## src/rtl/por_pkg.sv

```systemverilog
package por_pkg;
  typedef enum logic [1:0] {
    ST_HOLD   = 2'd0,
    ST_SETTLE = 2'd1,
    ST_RUN    = 2'd2
  } por_state_e;
endpackage

```

## src/rtl/por_shift_chain.sv

```systemverilog
module por_shift_chain #(
  parameter int DEPTH = 4
) (
  input  logic clk,
  output logic hold_o
);
  // Power-up value of all ones; no reset input reaches these flops.
  logic [DEPTH-1:0] stage_q = '1;

  always_ff @(posedge clk) begin
    stage_q <= {stage_q[DEPTH-2:0], 1'b0};
  end

  assign hold_o = stage_q[DEPTH-1];

  AST_NO_REARM: assert property (@(posedge clk) !hold_o |=> !hold_o);
endmodule

```

## src/rtl/por_startup_fsm.sv

```systemverilog
module por_startup_fsm
  import por_pkg::*;
#(
  parameter int SETTLE = 3
) (
  input  logic clk,
  input  logic rst_n,
  output logic ready_o
);
  localparam int CW = $clog2(SETTLE + 1);
  localparam logic [CW-1:0] LAST = CW'(SETTLE - 1);

  por_state_e    state_q = ST_HOLD;
  logic [CW-1:0] cnt_q   = '0;

  always_ff @(posedge clk or negedge rst_n) begin
    if (!rst_n) begin
      state_q <= ST_HOLD;
      cnt_q   <= '0;
    end else begin
      unique case (state_q)
        ST_HOLD: begin
          if (cnt_q == LAST) begin
            state_q <= ST_RUN;
          end else begin
            state_q <= ST_SETTLE;
            cnt_q   <= cnt_q + 1'b1;
          end
        end
        ST_SETTLE: begin
          if (cnt_q == LAST) state_q <= ST_RUN;
          else cnt_q <= cnt_q + 1'b1;
        end
        ST_RUN:  state_q <= ST_RUN;
        default: state_q <= ST_HOLD;
      endcase
    end
  end

  assign ready_o = (state_q == ST_RUN);

  AST_READY_STICKY: assert property (@(posedge clk) disable iff (!rst_n)
    ready_o |=> ready_o);
  AST_READY_VIA_SETTLE: assert property (@(posedge clk) disable iff (!rst_n)
    $rose(ready_o) |-> $past(state_q) != ST_HOLD || SETTLE < 2);
  AST_NOT_READY_IN_RESET: assert property (@(posedge clk)
    !rst_n |-> !ready_o);
endmodule

```

## src/rtl/por_event_gate.sv

```systemverilog
module por_event_gate #(
  parameter int DW = 8
) (
  input  logic          clk,
  input  logic          rst_n,
  input  logic          open_i,
  input  logic          valid_i,
  input  logic [DW-1:0] data_i,
  output logic [DW-1:0] acc_o
);
  logic [DW-1:0] acc_q = '0;
  logic          take;

  assign take = open_i & valid_i;

  always_ff @(posedge clk or negedge rst_n) begin
    if (!rst_n) acc_q <= '0;
    else if (take) acc_q <= acc_q + data_i;
  end

  assign acc_o = acc_q;

  AST_CLOSED_HOLDS: assert property (@(posedge clk) disable iff (!rst_n)
    !open_i |=> $stable(acc_q));
  AST_IDLE_HOLDS: assert property (@(posedge clk) disable iff (!rst_n)
    (open_i && !valid_i) |=> $stable(acc_q));
endmodule

```

## src/rtl/por_sequencer.sv

```systemverilog
module por_sequencer #(
  parameter int DEPTH  = 4,
  parameter int SETTLE = 3,
  parameter int DW     = 8
) (
  input  logic          clk,
  input  logic          ev_valid,
  input  logic [DW-1:0] ev_data,
  output logic          ev_ready,
  output logic          rst_n,
  output logic          rst,
  output logic [DW-1:0] acc
);
  logic hold;

  por_shift_chain #(.DEPTH(DEPTH)) u_chain (
    .clk    (clk),
    .hold_o (hold)
  );

  assign rst   = hold;
  assign rst_n = ~hold;

  por_startup_fsm #(.SETTLE(SETTLE)) u_fsm (
    .clk     (clk),
    .rst_n   (rst_n),
    .ready_o (ev_ready)
  );

  por_event_gate #(.DW(DW)) u_gate (
    .clk     (clk),
    .rst_n   (rst_n),
    .open_i  (ev_ready),
    .valid_i (ev_valid),
    .data_i  (ev_data),
    .acc_o   (acc)
  );
endmodule

```

## config.mk

```make
export PLATFORM = sky130hd
export DESIGN_NAME = por_sequencer
export DESIGN_NICKNAME = d
export VERILOG_FILES = /design/src/rtl/por_pkg.sv /design/src/rtl/por_shift_chain.sv /design/src/rtl/por_startup_fsm.sv /design/src/rtl/por_event_gate.sv /design/src/rtl/por_sequencer.sv
export SDC_FILE = /design/constraint.sdc
export NUM_CORES = 1
export LEC_CHECK = 0
export BUFFER_PORTS_ARGS = -buffer_cell sky130_fd_sc_hd__buf_2
export CORE_MARGIN = 2
export CORE_UTILIZATION = 40
export DETAILED_ROUTE_END_ITERATION = 10
export PLACE_DENSITY = 0.6
export SYNTH_ARGS = -nofsm -noshare
export SYNTH_HDL_FRONTEND = slang
export SYNTH_SLANG_ARGS = --single-unit
```

## constraint.sdc

```tcl
create_clock -name clk -period 2.69 [get_ports clk]
set_clock_uncertainty 0.1 [all_clocks]
set_input_delay 0.269 -clock clk [delete_from_list [all_inputs] [get_ports clk]]
set_output_delay 0.269 -clock clk [all_outputs]
set_load 0.01 [all_outputs]
```

* After elaboration in Yosys (flattened, before gate mapping)
Index checks and enable logic that the tools add are counted.
** Cells by class
- Multiplexer cells :: 3
- Bitwise operators :: 2
- Eq/ne operators :: 4
- Reductions and logical operators :: 3
- Add/subtract/negate cells :: 2
** Operators by type and width (count)
- 8-bit adder :: 1
- 2-bit one-hot mux with 3 select lines :: 1
- 2-bit equality test (second input constant) :: 2
- 2-bit two-way mux :: 2
- 2-bit by 1-bit adder with 2-bit output (second input constant) :: 1
- 2-bit by 1-bit equality test with 1-bit output (second input constant) :: 1
- 2-bit logical NOT :: 1
- 2-bit by 1-bit inequality test with 1-bit output (second input constant) :: 1
- 2-bit AND reduction :: 1
- 2-bit OR reduction :: 1
- 1-bit bitwise AND :: 1
- 1-bit NOT :: 1
** Storage, ports and cells
- Output and inout bits :: 11
- Logic and storage cells :: 17
- Register bits after elaboration :: 12

* Longest topological paths before layout
Gate-level depths: netlist of run 1.
- Depth after elaboration :: 3
- Gate-level depth with buffers :: 6
- Gate-level depth less buffers :: 6

* Modules after synthesis
A second synthesis of run 1 with hierarchy kept.
** Second synthesis, totals
- Cell total of the unflattened synthesis :: 92
- Area, all modules :: 872.1 µm²
** By module, submodules not included
- por_event_gate :: cells an instance 65, area an instance 601.8 µm², times used 1
- por_startup_fsm :: cells an instance 24, area an instance 255.2 µm², times used 1
- por_shift_chain :: cells an instance 2, area an instance 11.3 µm², times used 1
- por_sequencer :: cells an instance 1, area an instance 3.8 µm², times used 1

* Least setup slack after synthesis of run 1
OpenSTA, ideal clock, no wires.
- Path type :: register to register
- Start point :: reg u_gate.acc_q[0], in the netlist u_gate.acc_o[0]
- End point :: reg u_gate.acc_q[6], in the netlist u_gate.acc_o[6], data pin
- Path slack :: 918 ps
- Path buffers :: 0
- Stages on the path, launching flop included :: 7
- Arrival time :: 1396 ps
- Cells stage by stage :: edfxtp_1 > ha_1 > inv_1 > fa_1 > nor2b_4 > o31a_1 > o311ai_1
** Between the ends
- Cells in the longest elaborated chain, start to end :: 1
** Ends and longest elaborated chain
- start: declaration :: line por_event_gate.sv:11 : logic [DW-1:0] acc_q = '0;
- start signal: assignment :: line por_event_gate.sv:18 : else if (take) acc_q <= acc_q + data_i;
- 8-bit adder :: line por_event_gate.sv:18
Every way passes these cells.
A chain may end at the register's enable or synchronous reset.

* Final worst setup path of run 1
Same ends and word-level chain as after synthesis.

==> out/qor.yml, run 1 <==
drv_cap: 0
power.density_nw_per_um2: 376
max-vdd-ir-drop_mv: 0.354
tritoncts: "yes"
yosys-top-cells-area: "edfxtp_1 43%, ha_1 18%, inv_1 4.0%"
critical-path-top-delay-family: "adder cells"
clk_pin_slew_ns: 0.08
netlist_area_um2: 835
hold_depth: 2
grt_use_total: 0.127
cts-resized-gates: 0
drive_gt1_frac: 0.232
routed_wl_um: 1360
post-route-period-util: 0.682
layout.cells.non_filler: 122
area_delta_synth_final_pct: 16.2
p_leak_uw: 0.000429
antennaDiodeCount: 0
gp_congestion: 0.730
fillCellCount: 199
multi_input_comb_area_um2: 425
arrival_ns: 1.74
hold_ws_ns: 0.195
antenna_found_initial: 0
netlist.top_cell.by_area: "edfxtp_1"
combPwrFrac: 0.120
setup_viol: 0
initial_core_util: 0.425
hold_path.class: "primary input to flop"
core_region_area_um2: 1960
layout_common_cells: "18 x buf_2, 12 x ha_1, 12 x edfxtp_1"
nNetsFinal: 119
grt_pass1_vias: 574
switching_share: 0.231
cp_num_buf_inv: 1
dieArea_um2: 2470
clock-sinks: 12
period_minus_slack_ns: 1.83
finalHoldViolations: 0
slowest_stage: "edfxtp_1"
ctsLongestPathBuffers: 2
yosys.area.top_type_share: 0.432
reg2reg_depth: 6
ios: 21
dp_hpwl_um: 1100
synth_area_per_cell_um2: 11.1
drv_slew: 0
yosys_register_bits: 12
numCtsBuffers: 3
cts_max_level: 1
rsz0062_at_grt: "false"
first_pass_iters: 4
grt_max_degree: 9
path_cells: "ha_1 > inv_1 > fa_1 > nor2b_4 > o311ai_0 > o311ai_1"
dr_total_vias: 614
clock.fmax_mhz: 545
rows: 16
synthCells: 75
switchingPower_uw: 84.3
cts_setup_buffers: 0
regArea_um2: 360
port-buffer-count: 18
grt_pass1_wl_um: 2380
cp_max_fo: 3
ys_types: 27
outcome: "completed"
yosysSeqAreaShare: 0.432
internal-power_uw: 281
grt_overflow: 0
seq_power_share: 0.563
drtIter0Drc: 4
die_y_um: 49.7
finalSetupTns_ns: 0
path_class: "flop to flop"
root_buffer: "clkbuf_4"
die_x_um: 49.7
pwr-share-clk: 0.316
clk_latency_ns: 0.27
yosys_warnings: 0
placed_cells: 118
crit_cells: 6
crit_path_end_kind: "flop"
layout_commonest_cell: "buf_2"
post_drt_wl_per_cell_um: 11.1
postCtsHoldBufs: 0
cp.required_ns: 2.60
routed_via_density: 5.03
detail-route-antenna-nets: 0
drcViolationCount: 0
synthesis.nets: 98
cp-start-kind: "flop"
cpPeakStageDelay_ns: 0.39
## through the flow
stage / total power [uW] / utilization / area [um^2] / setup WS (ns)
CTS: 373 / 0.494 / 970 / 0.853
finish: 365 / 0.494 / 970 / 0.856
detailed placement: 254 / 0.481 / 943 / 0.854
global placement: 253 / 0.481 / 943 / 0.869
global route: 384 / 0.494 / 970 / 0.716
floorplan: 244 / - / 835 / 0.918
## power groups by stage
stage	clock network (uW)	registers, uW	logic, uW
2_1_floorplan	0	210	33.7
3_3_place_gp	0	210	43.2
3_5_place_dp	0	210	44.4
4_1_cts	122	206	44.7
5_1_grt	129	206	49.6
6_report	115	206	43.9
## cells by family (layout without fill, tap and decap cells)
group                    Yosys count  in the layout  share of synthesized area
AO/OA/AOI/OAI                     19             19                      0.154
AND/OR/NAND/NOR                   14             14                      0.100
adder cells (fa/ha/maj)           13             13                      0.204
flip-flops                        12             12                      0.432
buffers and inverters             11             31                     0.0585
XOR/XNOR                           4              4                     0.0420
other                              2              2                    0.00900
## worst reg2reg max path, stage by stage (launching register included)
cell and delay (ns):
edfxtp_1 0.39, ha_1 0.23, inv_1 0.07, fa_1 0.25, nor2b_4 0.06, o311ai_0 0.31, o311ai_1 0.16
## worst paths after layout
check / start / endpoint / slack (ns)
hold / removal: ev_data[0] / u_gate.acc_o[0] / 0.19
setup reg to reg: u_gate.acc_o[0] / u_gate.acc_o[6] / 0.86
hold reg to reg: u_fsm.cnt_q[0] / u_fsm.cnt_q[0] / 0.44
setup / recovery: u_gate.acc_o[0] / u_gate.acc_o[6] / 0.86
## layer usage
metal  part of all wire  vias up  track usage
met5                  0        -            0
met4              0.010        0       0.0417
met3              0.046        2       0.0455
met2               0.57       12        0.227
met1               0.37      291        0.139
li1                   -      309            -
## flip-flops by register name, indices dropped and copies added (netlist names)
register       flops
u_gate.acc_o       8
u_fsm.cnt_q        2
u_fsm.state_q      2
## Yosys cell counts, drive strengths merged
cell type / count
edfxtp: 12
ha: 12
inv: 9
a21oi: 6
nor2: 4
nor2b: 3
o211ai: 3
buf: 2
conb: 2
nand2b: 2
nor3b: 2
o21ai: 2
o311ai: 2
xnor2: 2
xor2: 2
a211oi: 1
a21o: 1
a311oi: 1
and2: 1
fa: 1
nand2: 1
nor3: 1
o21a: 1
o2bb2ai: 1
o31a: 1
## area by class of cell
class | instances | area share
Multi-Input combinational cell | 52 | 0.439
Clock inverter | 1 | 0.00387
Sequential cell | 12 | 0.372
Tap cell | 27 | 0.0348
Timing Repair Buffer | 18 | 0.0929
Clock buffer | 3 | 0.0232
Inverter | 9 | 0.0348
No activity file was read; power rests on OpenSTA's default activity.
==> run 2: changes to the inputs <==
PLACE_DENSITY = 0.62   (was 0.6)
clock period = 1.5 ns   (was 2.69 ns; I/O delays follow)
==> out/qor.yml, run 2 (same netlist as run 1, synthesis figures left out) <==
hold_depth: 2
combPwrFrac: 0.189
dpl_cell_area_um2: 1070
drive_gt1_frac: 0.496
antenna_found_initial: 0
initial_core_util: 0.425
max-vdd-ir-drop_mv: 0.306
arrival_ns: 1.64
reg2reg_depth: 6
setup_viol: 6
clock.fmax_mhz: 583
layout_commonest_cell: "buf_4"
dp_hpwl_um: 1230
dr_total_vias: 667
die_x_um: 49.7
grt_pass1_wl_um: 3060
pwr-share-clk: 0.283
routed_wl_um: 1790
post_drt_wl_per_cell_um: 12.6
ctsLongestPathBuffers: 2
dieArea_um2: 2470
r2r_end: "u_gate.acc_o[7]"
power.density_nw_per_um2: 564
root_buffer: "clkbuf_4"
cp.required_ns: 1.43
drcViolationCount: 0
outcome: "finished, violations left"
tritoncts: "yes"
cp_max_fo: 3
hold_path.class: "primary input to flop"
nNetsFinal: 140
finalSetupTns_ns: -0.988
core_region_area_um2: 1960
drtIter0Drc: 4
rows: 16
clk_pin_slew_ns: 0.07
drv_cap: 0
layout_common_cells: "19 x buf_4, 18 x buf_2, 12 x edfxtp_1"
switchingPower_uw: 165
grt_max_degree: 7
die_y_um: 49.7
min_from: "ev_data[0]"
rsz0062_at_grt: "true"
numCtsBuffers: 3
fin_ws_ns: -0.216
cp_num_buf_inv: 2
finalHoldViolations: 0
path_class: "flop to flop"
critical-path-top-delay-family: "compound AO/OA/AOI/OAI gates"
routed_via_density: 4.70
cts_max_level: 1
switching_share: 0.236
postCtsHoldBufs: 0
ios: 21
path_cells: "ha_4 > buf_4 > buf_6 > a211oi_4 > o211ai_1 > o2bb2ai_1"
clock-sinks: 12
seq_power_share: 0.528
clk_latency_ns: 0.27
grt_overflow: 0
first_pass_iters: 4
fin_area_um2: 1240
detail-route-antenna-nets: 0
period_minus_slack_ns: 1.72
gp_congestion: 0.817
crit_path_end_kind: "flop"
cpPeakStageDelay_ns: 0.43
r2r-start: "u_gate.acc_o[0]"
hold_ws_ns: 0.110
cp-start-kind: "flop"
grt_use_total: 0.163
p_leak_uw: 0.000544
slowest_stage: "edfxtp_1"
largest_register_ffs: 8
post-route-period-util: 1.14
ff2ff_setup_slack_ns: -0.22
antennaDiodeCount: 0
grt_pass1_vias: 730
area_delta_synth_final_pct: 48.4
violations: "negative setup slack"
holdPathEnd: "u_gate.acc_o[0]"
drv_slew: 0
internal-power_uw: 534
port-buffer-count: 18
==> run 2: changes by cell type in the layout (fill, tap and decap cells not counted), sizes merged <==
| cell | delta |
|---|---|
| buf | +21 |
| clkinv | -1 |
==> run 2: layer usage <==
layer	vias to the layer above	track usage	routed length, um
met2	18	0.260	875
met1	303	0.217	827
met3	0	0.0273	90
met5	-	0	0
met4	0	0.0694	0
li1	346	-	-
==> run 2: area by class of cell <==
class                           count  area [um^2]
Fill cell                         157          723
Multi-Input combinational cell     52          533
Sequential cell                    12          360
Timing Repair Buffer               39          255
Inverter                            9         33.8
Tap cell                           27         33.8
Clock buffer                        3         22.5
==> run 2: how the worst max path moves through the flow <==
stage          cells after the start       startpoint              end  slack (ns)
2_1_floorplan                      4  u_gate.acc_o[1]  u_gate.acc_o[5]       -0.22
3_3_place_gp                       4  u_gate.acc_o[1]  u_gate.acc_o[5]       -0.19
3_5_place_dp                       4  u_gate.acc_o[1]  u_gate.acc_o[5]       -0.23
4_1_cts                            6  u_gate.acc_o[0]  u_gate.acc_o[6]       -0.17
5_1_grt                            6  u_gate.acc_o[0]  u_gate.acc_o[6]       -0.33
6_report                           6  u_gate.acc_o[0]  u_gate.acc_o[7]       -0.22
==> run 2: worst reg2reg max path: stages (launching register included) <==
cell       delay (ns)
edfxtp_1         0.43
ha_4             0.19
buf_4            0.13
buf_6            0.11
a211oi_4         0.27
o211ai_1         0.11
o2bb2ai_1        0.14
==> run 2: repair_timing <==
| action | CTS | global route |
|---|---|---|
| pin swaps | 4 | 6 |
| gates resized for setup | 6 | 11 |
| setup buffers | 2 | 4 |
| endpoints found under the setup margin | 6 | 7 |
| cloned | 0 | 0 |
==> run 2: stage by stage <==
step	util	setup slack [ns]	power, uW	instances
after floorplan	-	-0.222	438	75
after global placement	0.545	-0.188	473	134
after detailed placement	0.545	-0.225	474	134
after CTS	0.582	-0.167	684	139
after global routing	0.631	-0.335	736	142
final	0.631	-0.216	699	142
==> run 2: power groups by stage <==
stage	Sequential (uW)	Combinational, uW	Clock (uW)
floorplan	377	61.8	0
global placement	376	96.1	0
detailed placement	376	97.9	0
CTS	369	110	205
global route	369	146	221
finish	369	132	198
